--- src/rtl/pin_port_pkg.sv ---
package pin_port_pkg;
  typedef enum logic [1:0] {
    MODE_SINGLE   = 2'd0,
    MODE_EXP_ROM  = 2'd1,
    MODE_NOROM_8  = 2'd2,
    MODE_NOROM_16 = 2'd3
  } op_mode_e;

  typedef enum logic [1:0] {
    ADDR_DIR  = 2'd0,
    ADDR_FUNC = 2'd1,
    ADDR_DATA = 2'd2,
    ADDR_NONE = 2'd3
  } reg_addr_e;
endpackage

--- src/rtl/pin_port_regs.sv ---
module pin_port_regs #(
  parameter int W = 16
) (
  input  logic         clk_i,
  input  logic         rst_ni,
  input  logic         clear_i,
  input  logic         we_i,
  input  logic [1:0]   addr_i,
  input  logic [W-1:0] wdata_i,
  output logic [W-1:0] dir_o,
  output logic [W-1:0] func_o,
  output logic [W-1:0] data_o
);
  import pin_port_pkg::*;

  always_ff @(posedge clk_i or negedge rst_ni) begin
    if (!rst_ni) begin
      dir_o  <= '0;
      func_o <= '0;
      data_o <= '0;
    end else if (clear_i) begin
      dir_o  <= '0;
      func_o <= '0;
      data_o <= '0;
    end else if (we_i) begin
      case (reg_addr_e'(addr_i))
        ADDR_DIR:  dir_o  <= wdata_i;
        ADDR_FUNC: func_o <= wdata_i;
        ADDR_DATA: data_o <= wdata_i;
        default: ;
      endcase
    end
  end
endmodule

--- src/rtl/pin_port_owner.sv ---
module pin_port_owner #(
  parameter int W      = 16,
  parameter int NARROW = 8
) (
  input  logic [1:0]   mode_i,
  input  logic [W-1:0] func_i,
  output logic [W-1:0] bus_own_o
);
  import pin_port_pkg::*;

  for (genvar i = 0; i < W; i++) begin : g_pin
    localparam logic IN_NARROW = (i < NARROW);
    always_comb begin
      case (op_mode_e'(mode_i))
        MODE_SINGLE:   bus_own_o[i] = 1'b0;
        MODE_EXP_ROM:  bus_own_o[i] = func_i[i];
        MODE_NOROM_8:  bus_own_o[i] = IN_NARROW;
        MODE_NOROM_16: bus_own_o[i] = 1'b1;
        default:       bus_own_o[i] = 1'b0;
      endcase
    end
  end
endmodule

--- src/rtl/pin_port_sync.sv ---
module pin_port_sync #(
  parameter int W      = 16,
  parameter int STAGES = 2
) (
  input  logic         clk_i,
  input  logic         rst_ni,
  input  logic [W-1:0] d_i,
  output logic [W-1:0] q_o
);
  logic [W-1:0] stage_q [STAGES];

  for (genvar s = 0; s < STAGES; s++) begin : g_stage
    always_ff @(posedge clk_i or negedge rst_ni) begin
      if (!rst_ni)     stage_q[s] <= '0;
      else if (s == 0) stage_q[s] <= d_i;
      else             stage_q[s] <= stage_q[(s > 0) ? s - 1 : 0];
    end
  end

  assign q_o = stage_q[STAGES-1];
endmodule

--- src/rtl/pin_port_slice.sv ---
module pin_port_slice (
  input  logic own_bus_i,
  input  logic dir_i,
  input  logic data_i,
  input  logic bus_oe_i,
  input  logic bus_dout_i,
  input  logic pad_in_i,
  input  logic pad_sync_i,
  output logic pad_oe_o,
  output logic pad_out_o,
  output logic bus_din_o,
  output logic rd_bit_o
);
  logic gpio_drive;

  assign gpio_drive = !own_bus_i && dir_i;
  assign pad_oe_o   = own_bus_i ? bus_oe_i   : dir_i;
  assign pad_out_o  = own_bus_i ? bus_dout_i : data_i;
  assign bus_din_o  = own_bus_i && pad_in_i;
  // driven GPIO pins read back the latch, all others the synchronized pad
  assign rd_bit_o   = gpio_drive ? data_i : pad_sync_i;
endmodule

--- src/rtl/pin_port_ctrl.sv ---
module pin_port_ctrl #(
  parameter int NUM_PINS    = 16,
  parameter int NARROW_PINS = 8,
  parameter int SYNC_STAGES = 2
) (
  input  logic                clk_i,
  input  logic                rst_ni,
  input  logic                wdt_por_i,
  input  logic                hw_stby_i,
  input  logic                sw_stby_i,
  input  logic                sleep_i,
  input  logic [1:0]          mode_i,
  input  logic                reg_we_i,
  input  logic [1:0]          reg_addr_i,
  input  logic [NUM_PINS-1:0] reg_wdata_i,
  output logic [NUM_PINS-1:0] reg_rdata_o,
  input  logic                bus_oe_i,
  input  logic [NUM_PINS-1:0] bus_dout_i,
  output logic [NUM_PINS-1:0] bus_din_o,
  input  logic [NUM_PINS-1:0] pad_in_i,
  output logic [NUM_PINS-1:0] pad_out_o,
  output logic [NUM_PINS-1:0] pad_oe_o,
  output logic [NUM_PINS-1:0] pin_is_bus_o
);
  import pin_port_pkg::*;

  localparam int W = NUM_PINS;

  logic         wr_block, wr_en;
  logic [W-1:0] dir_q, func_q, data_q;
  logic [W-1:0] bus_own, pad_sync, port_rd;

  assign wr_block = wdt_por_i | hw_stby_i | sw_stby_i | sleep_i;
  assign wr_en    = reg_we_i & ~wr_block;

  pin_port_regs #(.W(W)) i_regs (
    .clk_i   (clk_i),
    .rst_ni  (rst_ni),
    .clear_i (hw_stby_i),
    .we_i    (wr_en),
    .addr_i  (reg_addr_i),
    .wdata_i (reg_wdata_i),
    .dir_o   (dir_q),
    .func_o  (func_q),
    .data_o  (data_q)
  );

  pin_port_owner #(.W(W), .NARROW(NARROW_PINS)) i_owner (
    .mode_i    (mode_i),
    .func_i    (func_q),
    .bus_own_o (bus_own)
  );

  pin_port_sync #(.W(W), .STAGES(SYNC_STAGES)) i_sync (
    .clk_i  (clk_i),
    .rst_ni (rst_ni),
    .d_i    (pad_in_i),
    .q_o    (pad_sync)
  );

  for (genvar i = 0; i < W; i++) begin : g_slice
    pin_port_slice i_slice (
      .own_bus_i  (bus_own[i]),
      .dir_i      (dir_q[i]),
      .data_i     (data_q[i]),
      .bus_oe_i   (bus_oe_i),
      .bus_dout_i (bus_dout_i[i]),
      .pad_in_i   (pad_in_i[i]),
      .pad_sync_i (pad_sync[i]),
      .pad_oe_o   (pad_oe_o[i]),
      .pad_out_o  (pad_out_o[i]),
      .bus_din_o  (bus_din_o[i]),
      .rd_bit_o   (port_rd[i])
    );
  end

  always_comb begin
    case (reg_addr_e'(reg_addr_i))
      ADDR_DIR:  reg_rdata_o = dir_q;
      ADDR_FUNC: reg_rdata_o = func_q;
      ADDR_DATA: reg_rdata_o = port_rd;
      default:   reg_rdata_o = '0;
    endcase
  end

  assign pin_is_bus_o = bus_own;
endmodule

--- config.mk ---
export PLATFORM = sky130hd
export DESIGN_NAME = pin_port_ctrl
export DESIGN_NICKNAME = d
export VERILOG_FILES = /design/src/rtl/pin_port_pkg.sv /design/src/rtl/pin_port_regs.sv /design/src/rtl/pin_port_owner.sv /design/src/rtl/pin_port_sync.sv /design/src/rtl/pin_port_slice.sv /design/src/rtl/pin_port_ctrl.sv
export SDC_FILE = /design/constraint.sdc
export NUM_CORES = 1
export LEC_CHECK = 0
export ABC_AREA = 1
export BUFFER_PORTS_ARGS = -buffer_cell sky130_fd_sc_hd__buf_4
export CAP_MARGIN = 5
export CORE_ASPECT_RATIO = 1.25
export CORE_MARGIN = 2
export CORE_UTILIZATION = 50
export CTS_CLUSTER_SIZE = 8
export DETAILED_ROUTE_END_ITERATION = 10
export PLACE_DENSITY = 0.78
export SKIP_LAST_GASP = 1
export SYNTH_ARGS = -nofsm -noshare
export SYNTH_HDL_FRONTEND = slang
export SYNTH_SLANG_ARGS = --single-unit
--- constraint.sdc ---
create_clock -name clk_i -period 2 [get_ports clk_i]
set_input_delay 0.1 -clock clk_i [delete_from_list [all_inputs] [get_ports clk_i]]
set_output_delay 0.1 -clock clk_i [all_outputs]
set_load 0.02 [all_outputs]
# After elaboration in Yosys (flattened, before gate mapping)
# Index checks and enable logic that the tools add are counted.
# classes
n_addsub	0
multipliers	0
div	0
n_lt_le_gt_ge	0
n_eq_ne	5
shift	0
muxes	74
bitwise	5
reduce_logical	59
# op_table
operator	count
16-bit two-way mux	9
1-bit two-way mux	48
1-bit one-hot mux with 3 select lines	16
16-bit one-hot mux with 3 select lines	1
1-bit logical AND	32
1-bit logical NOT	16
2-bit nonzero test	4
2-bit == test (second input constant)	3
2-bit AND reduction	3
2-bit by 1-bit == test with 1-bit output (second input constant)	2
2-bit logical NOT	2
2-bit OR reduction	2
1-bit bitwise OR	3
1-bit AND	1
1-bit NOT	1
# totals
reg_bits	80
latchBits	0
ramBits	0
mem_bits_ro	0
in_bits	60
out_inout_bits	80
wordCells	148
memories	0

# Logic depth before layout (Yosys ltp)
# Gate-level depths: netlist of run 1.
# depth
depth_word	7
ltp_mapped	8
mapped_depth_nobuf	7

# Modules after synthesis
# Synthesis of run 1 repeated with hierarchy kept, for this count alone.
# hier_totals
cells_unflattened	608
area_unflattened_um2	4414.2
# by_module_without_submodules
module	n_inst	cells_per_inst	area_each_um2	seq_area_each_um2
pin_port_regs	1	252	2140.8	1201.2
pin_port_sync	1	48	920.9	800.8
pin_port_slice	16	12	48.8	0.0
pin_port_ctrl	1	80	421.7	0.0
pin_port_owner	1	36	150.1	0.0

# Worst setup path before layout of run 1
# Ideal clock, no wire load.
# synth_path
path_kind	reg-to-output
startpoint	register i_regs.func_o[10]
endpoint	output port pad_out_o[10]
arrival_ns	1.110
t_required_ns	1.900
slack_ns	0.790
path_stages_with_launch	5
path_buffers	1
path_cell_list	dfrtp_1 > o21ai_0 > inv_1 > o21ai_0 > buf_4
# synth_between
elab_chain_cells	2
# synth_lines
item	line_no	text
from (decl)	pin_port_regs.sv:11	output logic [W-1:0] func_o,
from (signal assigned)	pin_port_regs.sv:28	ADDR_FUNC: func_o <= wdata_i;
1-bit one-hot mux with 3 select lines	pin_port_owner.sv:14	case (op_mode_e'(mode_i))
named net g_slice[10].i_slice.own_bus_i	pin_port_slice.sv:2	input logic own_bus_i,
1-bit two-way mux	pin_port_slice.sv:18	assign pad_out_o = own_bus_i ? bus_dout_i : data_i;
to (decl)	pin_port_ctrl.sv:21	output logic [NUM_PINS-1:0] pad_out_o,
# The timed path passes the listed nets, and every way through them passes these cells.

# Final worst setup path of run 1
# layout_path
startpoint	register i_regs.func_o[15]
endpoint	output port reg_rdata_o[15]
# layout_between
elab_chain_cells	5
# layout_lines
item	line_no	text
1-bit one-hot mux with 3 select lines	pin_port_owner.sv:14	
1-bit logical NOT	pin_port_slice.sv:16	assign gpio_drive = !own_bus_i && dir_i;
1-bit logical AND	pin_port_slice.sv:16	
1-bit two-way mux	pin_port_slice.sv:21	assign rd_bit_o = gpio_drive ? data_i : pad_sync_i;
16-bit one-hot mux with 3 select lines *	pin_port_ctrl.sv:78	case (reg_addr_e'(reg_addr_i))
to (decl)	pin_port_ctrl.sv:16	output logic [NUM_PINS-1:0] reg_rdata_o,
# Every way passes the cells marked *; elsewhere a longest branch is shown, timed or not.

==> reports/metrics.yaml, run 1 <==
run_status:
  outcome: "completed"
final_layout:
  syn2layout_area_growth_pct: 24.7
  layout-drive-gt1-share_pct: 23.8
  diodes: 0
  layout.area.seq_sq_um: 2000
  multi_input_comb_area_sq_um: 1640
  num-nets-final: 794
  nFillCells: 805
critical_path:
  crit_arrival_ps: 1720
  startpoint_type: "flip-flop"
  crit_slowest_cell: "o21ai_0"
  cp.required_ps: 1900
  endpoint_kind: "output port"
  crit_path_frequent_cell: "nand2_1"
  r2r_start: "i_regs.dir_o[0]"
  path_class: "flip-flop to output port"
  crit_chain: "o21ai_0, nand2_1, nand2_1, nand3_1, nand2_1, buf_4"
  max_stage_delay_ps: 450
  startpoint: "i_regs.func_o[15]"
  crit_path_max_fanout: 5
drt:
  routedWlPerCell_microns: 13.2
  drcViolationCount: 0
  drt_iter0_markers: 235
  routed_via_density: 4.85
  drt_wl_total_mm: 11.4
  drt_pass1_iterations: 5
  ant_nets: 0
  vias: 4177
cts:
  cts_tree: "built"
  clock_latency_ps: 330
  cts-root-buf: "clkbuf_16"
  cts_resized: 0
  htreeDepth: 3
  clkSlewWorstSetupHoldPaths_ps: 60
  cts_inserted_buffers: 9
  clockBufferDepth: 2
  cts.sinks: 80
synth:
  synthTopCellsByCount: "208 x nand2_1, 98 x inv_1, 80 x dfrtp_1, 80 x nand3_1, 64 x buf_4"
  synth_ff_type: "dfrtp_1"
  synth-seq-cells: 80
  synthArstFlopShare_pct: 100
  ys_seq_area_share_pct: 43.3
  syn_avg_cell_area_sq_um: 7.19
  synth_warnings: 0
  synth_cell_types: 22
  synth_area_leaders: "dfrtp_1 43%, nand2_1 17%, buf_4 10%"
  syn_nets: 703
  synth_most_common_cell: "nand2_1"
  synth_top_area_cell: "dfrtp_1"
  syn_area_sq_um: 4620
  netlist_instances: 643
  synth_edf_count: 0
  synth_top_area_share_pct: 43.3
global_route:
  grt_pass1_vias: 4342
  grt_max_degree: 60
  antenna_found_initial: 0
  grt_util_all_layers_pct: 24.3
  grt-ovfl-total: 0
  grt_pass1_wl_mm: 20.0
sta:
  slew_violations: 0
  fin_crit_ps: 1820
  hold_violations: 0
  fin_crit_sh_pct: 91.1
  relSlewSlack_pct: 50.0
  fmax_mhz: 549
  worst_slew_pin_slew_ps: 751
  fin_ws_ps: 178
  setup-violations-final: 0
  fin_tns_setup_ps: 0
  rsz0062_at_grt: "false"
  fin_skew_ps: 3.34
floorplanning:
  coreArea_sq_um: 9080
  die_w_microns: 90.0
  rows: 39
  initial_core_util_pct: 50.9
  dieArea_sq_um: 10000
  boundaryPins: 140
  die_h_microns: 111
place:
  place_ws_ps: 560
  portBuffers: 139
  gp_congestion: 0.820
  hpwl_mm: 7.85
power_and_ir_drop:
  p_leak_nw: 3.31
  vdd_drop_max_mv: 0.359
  power.density_nw_per_um2: 684
worst_hold_path:
  worstHoldPathType: "primary input to flip-flop"
  hp-start: "reg_wdata_i[15]"
job:
  cap_violations: 0
-- cell type report --
type	instances	share of cell area [%]
Sequential cell	80	34.7
Multi-Input combinational cell	376	28.4
Clock buffer	12	4.45
Timing Repair Buffer	163	22.0
Clock inverter	4	0.912
Tap cell	123	2.67
Inverter	104	6.86
-- repair_timing --
item,CTS,global route
endpoints found under the hold margin,73,0
setup buffers,0,0
hold buffers,17,0
-- sequential cells by signal (all words and copies together) (netlist names) --
signal,flops
i_regs.func_o,16
i_sync.stage_q,16
i_regs.data_o,16
i_regs.dir_o,16
i_sync.q_o,16
-- cells by family (layout without fill, tap and decap cells) --
group                  after synthesis  count (layout)  synth area share, %
DFF                                 80              80                 43.3
AOI/OAI and AO/OA                   48              48                 5.28
and+or+nand+nor                    328             328                 30.1
buffers and inverters              187             283                 21.3
-- path summary, 6_finish.rpt --
check	depth (start not counted)	endpoint	slack, ps
max	6	reg_rdata_o[15]	180
min	5	i_regs.data_o[15]	110
max reg2reg	2	i_regs.dir_o[0]	1300
min reg2reg	0	i_sync.q_o[15]	350
max in group asynchronous	3	i_regs.data_o[5]	930
min in group asynchronous	2	i_sync.q_o[10]	370
-- per-stage QoR --
stage	hold slack, ps	total power, W	cells	util (%)	instance area (sq um)
finish	108	0.00394	862	63.5	5760
global route	132	0.00409	862	63.5	5760
CTS	102	0.00397	862	63.5	5760
detailed placement	215	0.00228	829	58.2	5280
global placement	213	0.00227	829	58.2	5280
floorplan	-196	0.00206	643	-	4620
-- layout by cell type (no fill, tap or decap), drive strengths merged --
cell         count
a21oi            8
buf            146
bufinv           1
clkbuf          12
clkinv           2
clkinvlp         3
dfrtp           80
dlygate4sd3     17
inv            102
nand2          209
nand3           83
nor2            36
o21ai           40
-- power breakdown --
group          switching [W]  internal, W  total (W)
Clock               0.000631      0.00103    0.00167
Combinational       0.000357     0.000246   0.000603
Sequential         0.0000138      0.00166    0.00167
Total                0.00100      0.00294    0.00394
-- metal layers --
| metal | routed length, microns | vias up | GRT usage [%] |
|---|---|---|---|
| li1 | - | 2068 | - |
| met1 | 4760 | 1906 | 30.9 |
| met2 | 5590 | 182 | 41.2 |
| met3 | 805 | 21 | 4.13 |
| met4 | 220 | 0 | 10.1 |
| met5 | 0 | - | 0 |
-- worst max-delay path: cells and delay by family, from the launching register on --
family	cells	cell delay [ps]
flops	1	400
simple gates	4	400
buf+inv	1	150
compound gates	1	450
No activity file was read; power rests on OpenSTA's default activity.
==> inputs of run 2 (changes only) <==
Settings changed: CORE_UTILIZATION 50 to 55, PLACE_DENSITY 0.78 to 0.85.
==> run 2 against run 1 <==
Clock-buffer cell count down 1. Register-to-register slack about the same. Sequential share of layout area up 0.74 points. Non-clock buffer count unchanged. Die area down 8.7%. Hold slack worse by 28 ps. Clock power down 21%. Global-route usage up 2.6 points. Maximum frequency down 2.7%. Combinational power about the same. Via count up 2.8%. Flip-flop and latch count unchanged. Critical path type unchanged. Critical endpoint is now reg_rdata_o[11]. Largest cell class unchanged.
==> reports/metrics.yaml, run 2 (synthesis gave the netlist of run 1 again) <==
run_status:
  outcome: "completed"
place:
  hpwl_mm: 7.92  # +0.96%
  dp.cells: 803  # -3.1%
  gp_congestion: 0.797  # -2.8%
  portBuffers: 139  # unchanged
  dpl-instance-area_sq_um: 5250  # -0.62%
  place_ws_ps: 540  # -20.1 ps
final_layout:
  layout-drive-gt1-share_pct: 23.8  # unchanged
  nFillCells: 669  # -17%
  final_cell_mix: "208 x nand2_1, 146 x buf_4, 98 x inv_1"
  fin_area_sq_um: 5640  # -2.1%
  num-nets-final: 794  # unchanged
  layout_commonest_cell: "nand2_1"
  stdcell_count: 836  # -3.0%
  diodes: 0  # unchanged
  syn2layout_area_growth_pct: 22.1
critical_path:
  r2r_start: "i_regs.func_o[0]"
  crit_slowest_cell: "o21ai_0"
  crit_path_max_fanout: 5  # unchanged
  crit_arrival_ps: 1770  # +50 ps
  max_stage_delay_ps: 480  # +30 ps
  path_class: "flip-flop to output port"
  crit_chain: "o21ai_0, nand2_1, nand2_1, nand3_1, nand2_1, buf_4"
  reg2regPathDepth: 2  # unchanged
  crit_path_frequent_cell: "nand2_1"
  cp.required_ps: 1900  # about the same
  path_buf_inv: 1  # unchanged
  r2r_slack_ps: 1310  # about the same
  reg2reg_to: "i_regs.func_o[0]"
  path_delay_family: "compound AO/OA/AOI/OAI gates"
  startpoint_type: "flip-flop"
  endpoint_kind: "output port"
floorplanning:
  die_h_microns: 106  # -4.5%
  boundaryPins: 140  # unchanged
  initial_core_util_pct: 56.4  # +5.5 points
  coreArea_sq_um: 8190  # -9.7%
  dieArea_sq_um: 9160  # -8.7%
  rows: 37  # -5.1%
  die_w_microns: 86.0  # -4.5%
cts:
  clkSlewWorstSetupHoldPaths_ps: 90  # +30 ps
  cts.sinks: 80  # unchanged
  cts_inserted_buffers: 9  # unchanged
  cts_tree: "built"
  cts_resized: 0  # unchanged
  htreeDepth: 3  # unchanged
  post_cts_buffers: 0  # unchanged
  clock_latency_ps: 350  # +20 ps
  cts-root-buf: "clkbuf_8"
  clockBufferDepth: 2  # unchanged
job:
  cap_violations: 0  # unchanged
power_and_ir_drop:
  vdd_drop_max_mv: 0.457  # +27%
  p_leak_nw: 3.27  # -1.1%
  power.density_nw_per_um2: 638  # -6.8%
sta:
  fin_crit_ps: 1870  # +51.4 ps
  setup-violations-final: 0  # unchanged
  fin_tns_setup_ps: 0  # unchanged
  hold_violations: 0  # unchanged
  slew_violations: 0  # unchanged
  fin_skew_ps: 9.08  # +5.75 ps
  fin_ws_ps: 126  # -51.4 ps
  holdWs_ps: 79.7  # -28.2 ps
  worst_slew_pin_slew_ps: 730  # -20.5 ps
  rsz0062_at_grt: "false"
  fin_crit_sh_pct: 93.7  # +2.6 points
  fmax_mhz: 534  # -2.7%
  relSlewSlack_pct: 51.3  # +1.4 points
worst_hold_path:
  hp-start: "reg_wdata_i[3]"
  worstHoldPathType: "primary input to flip-flop"
  whs_path_depth: 5  # unchanged
  holdPathEnd: "i_regs.dir_o[3]"
drt:
  drt_pass1_iterations: 5  # unchanged
  ant_nets: 0  # unchanged
  vias: 4295  # +2.8%
  routedWlPerCell_microns: 13.9  # +5.4%
  routed_via_density: 5.14  # +6.0%
  drt_wl_total_mm: 11.6  # +2.3%
  drcViolationCount: 0  # unchanged
  drt_iter0_markers: 226  # -3.8%
global_route:
  grt_util_all_layers_pct: 26.9  # +2.6 points
  grt_pass1_vias: 4231  # -2.6%
  grt-ovfl-total: 0  # unchanged
  antenna_found_initial: 0  # unchanged
  grt_max_degree: 60  # unchanged
  grt_pass1_wl_mm: 19.4  # -2.9%
-- run 2: cell count changes in the layout (fill, tap and decap cells not counted), sizes merged --
cell	delta
clkinv	+1
clkbuf	-1
clkinvlp	-1
bufinv	+1
-- run 2: what timing repair did --
item | in CTS | in global routing
hold buffers | 17 | 0
setup endpoints to repair | 0 | 0
hold endpoints to repair | 73 | 0
-- run 2: tightest hold or removal path, stage by stage --
cell and delay (ps):
buf_4 110, inv_1 40, nor2_1 50, nand2_1 60, nand2_1 40
-- run 2: power breakdown --
part,switching [W],internal (W),total [W]
combinational,0.000359,0.000246,0.000605
clock,0.000588,0.000736,0.00132
sequential,0.0000137,0.00166,0.00167
total,0.000960,0.00264,0.00360
-- run 2: metrics by stage --
step / total power [W] / util [%]
finish: 0.00360 / 68.9
floorplan: 0.00206 / -
global placement: 0.00227 / 64.1
global route: 0.00374 / 68.9
CTS: 0.00361 / 68.9
detailed placement: 0.00228 / 64.1
-- run 2: worst max path at each step --
| stage | from | cells past startpoint | end | slack (ps) |
|---|---|---|---|---|
| 3_5_place_dp | reg_addr_i[1] | 8 | i_regs.func_o[0] | 540 |
| 3_3_place_gp | reg_addr_i[1] | 8 | i_regs.func_o[15] | 600 |
| 4_1_cts | i_regs.func_o[11] | 6 | reg_rdata_o[11] | 150 |
| 6_report | i_regs.func_o[11] | 6 | reg_rdata_o[11] | 130 |
| 2_1_floorplan | i_regs.func_o[10] | 4 | pad_out_o[10] | 790 |
| 5_1_grt | i_regs.func_o[10] | 6 | reg_rdata_o[10] | 30 |
-- run 2: cell type report --
| cell class | count | area [sq um] | share of cell area (%) |
|---|---|---|---|
| Sequential cell | 80 | 2000 | 35.5 |
| Multi-Input combinational cell | 376 | 1640 | 29.0 |
| Timing Repair Buffer | 163 | 1270 | 22.4 |
| Inverter | 104 | 395 | 7.01 |
| Clock buffer | 11 | 141 | 2.51 |
| Tap cell | 97 | 121 | 2.15 |
| Clock inverter | 5 | 80.1 | 1.42 |
-- run 2: layer usage --
layer	wire (microns)	up-vias	GRT usage, %
li1	-	2071	-
met1	4780	2013	35.2
met2	5700	186	43.6
met3	872	25	3.57
met4	274	0	12.9
met5	0	-	0
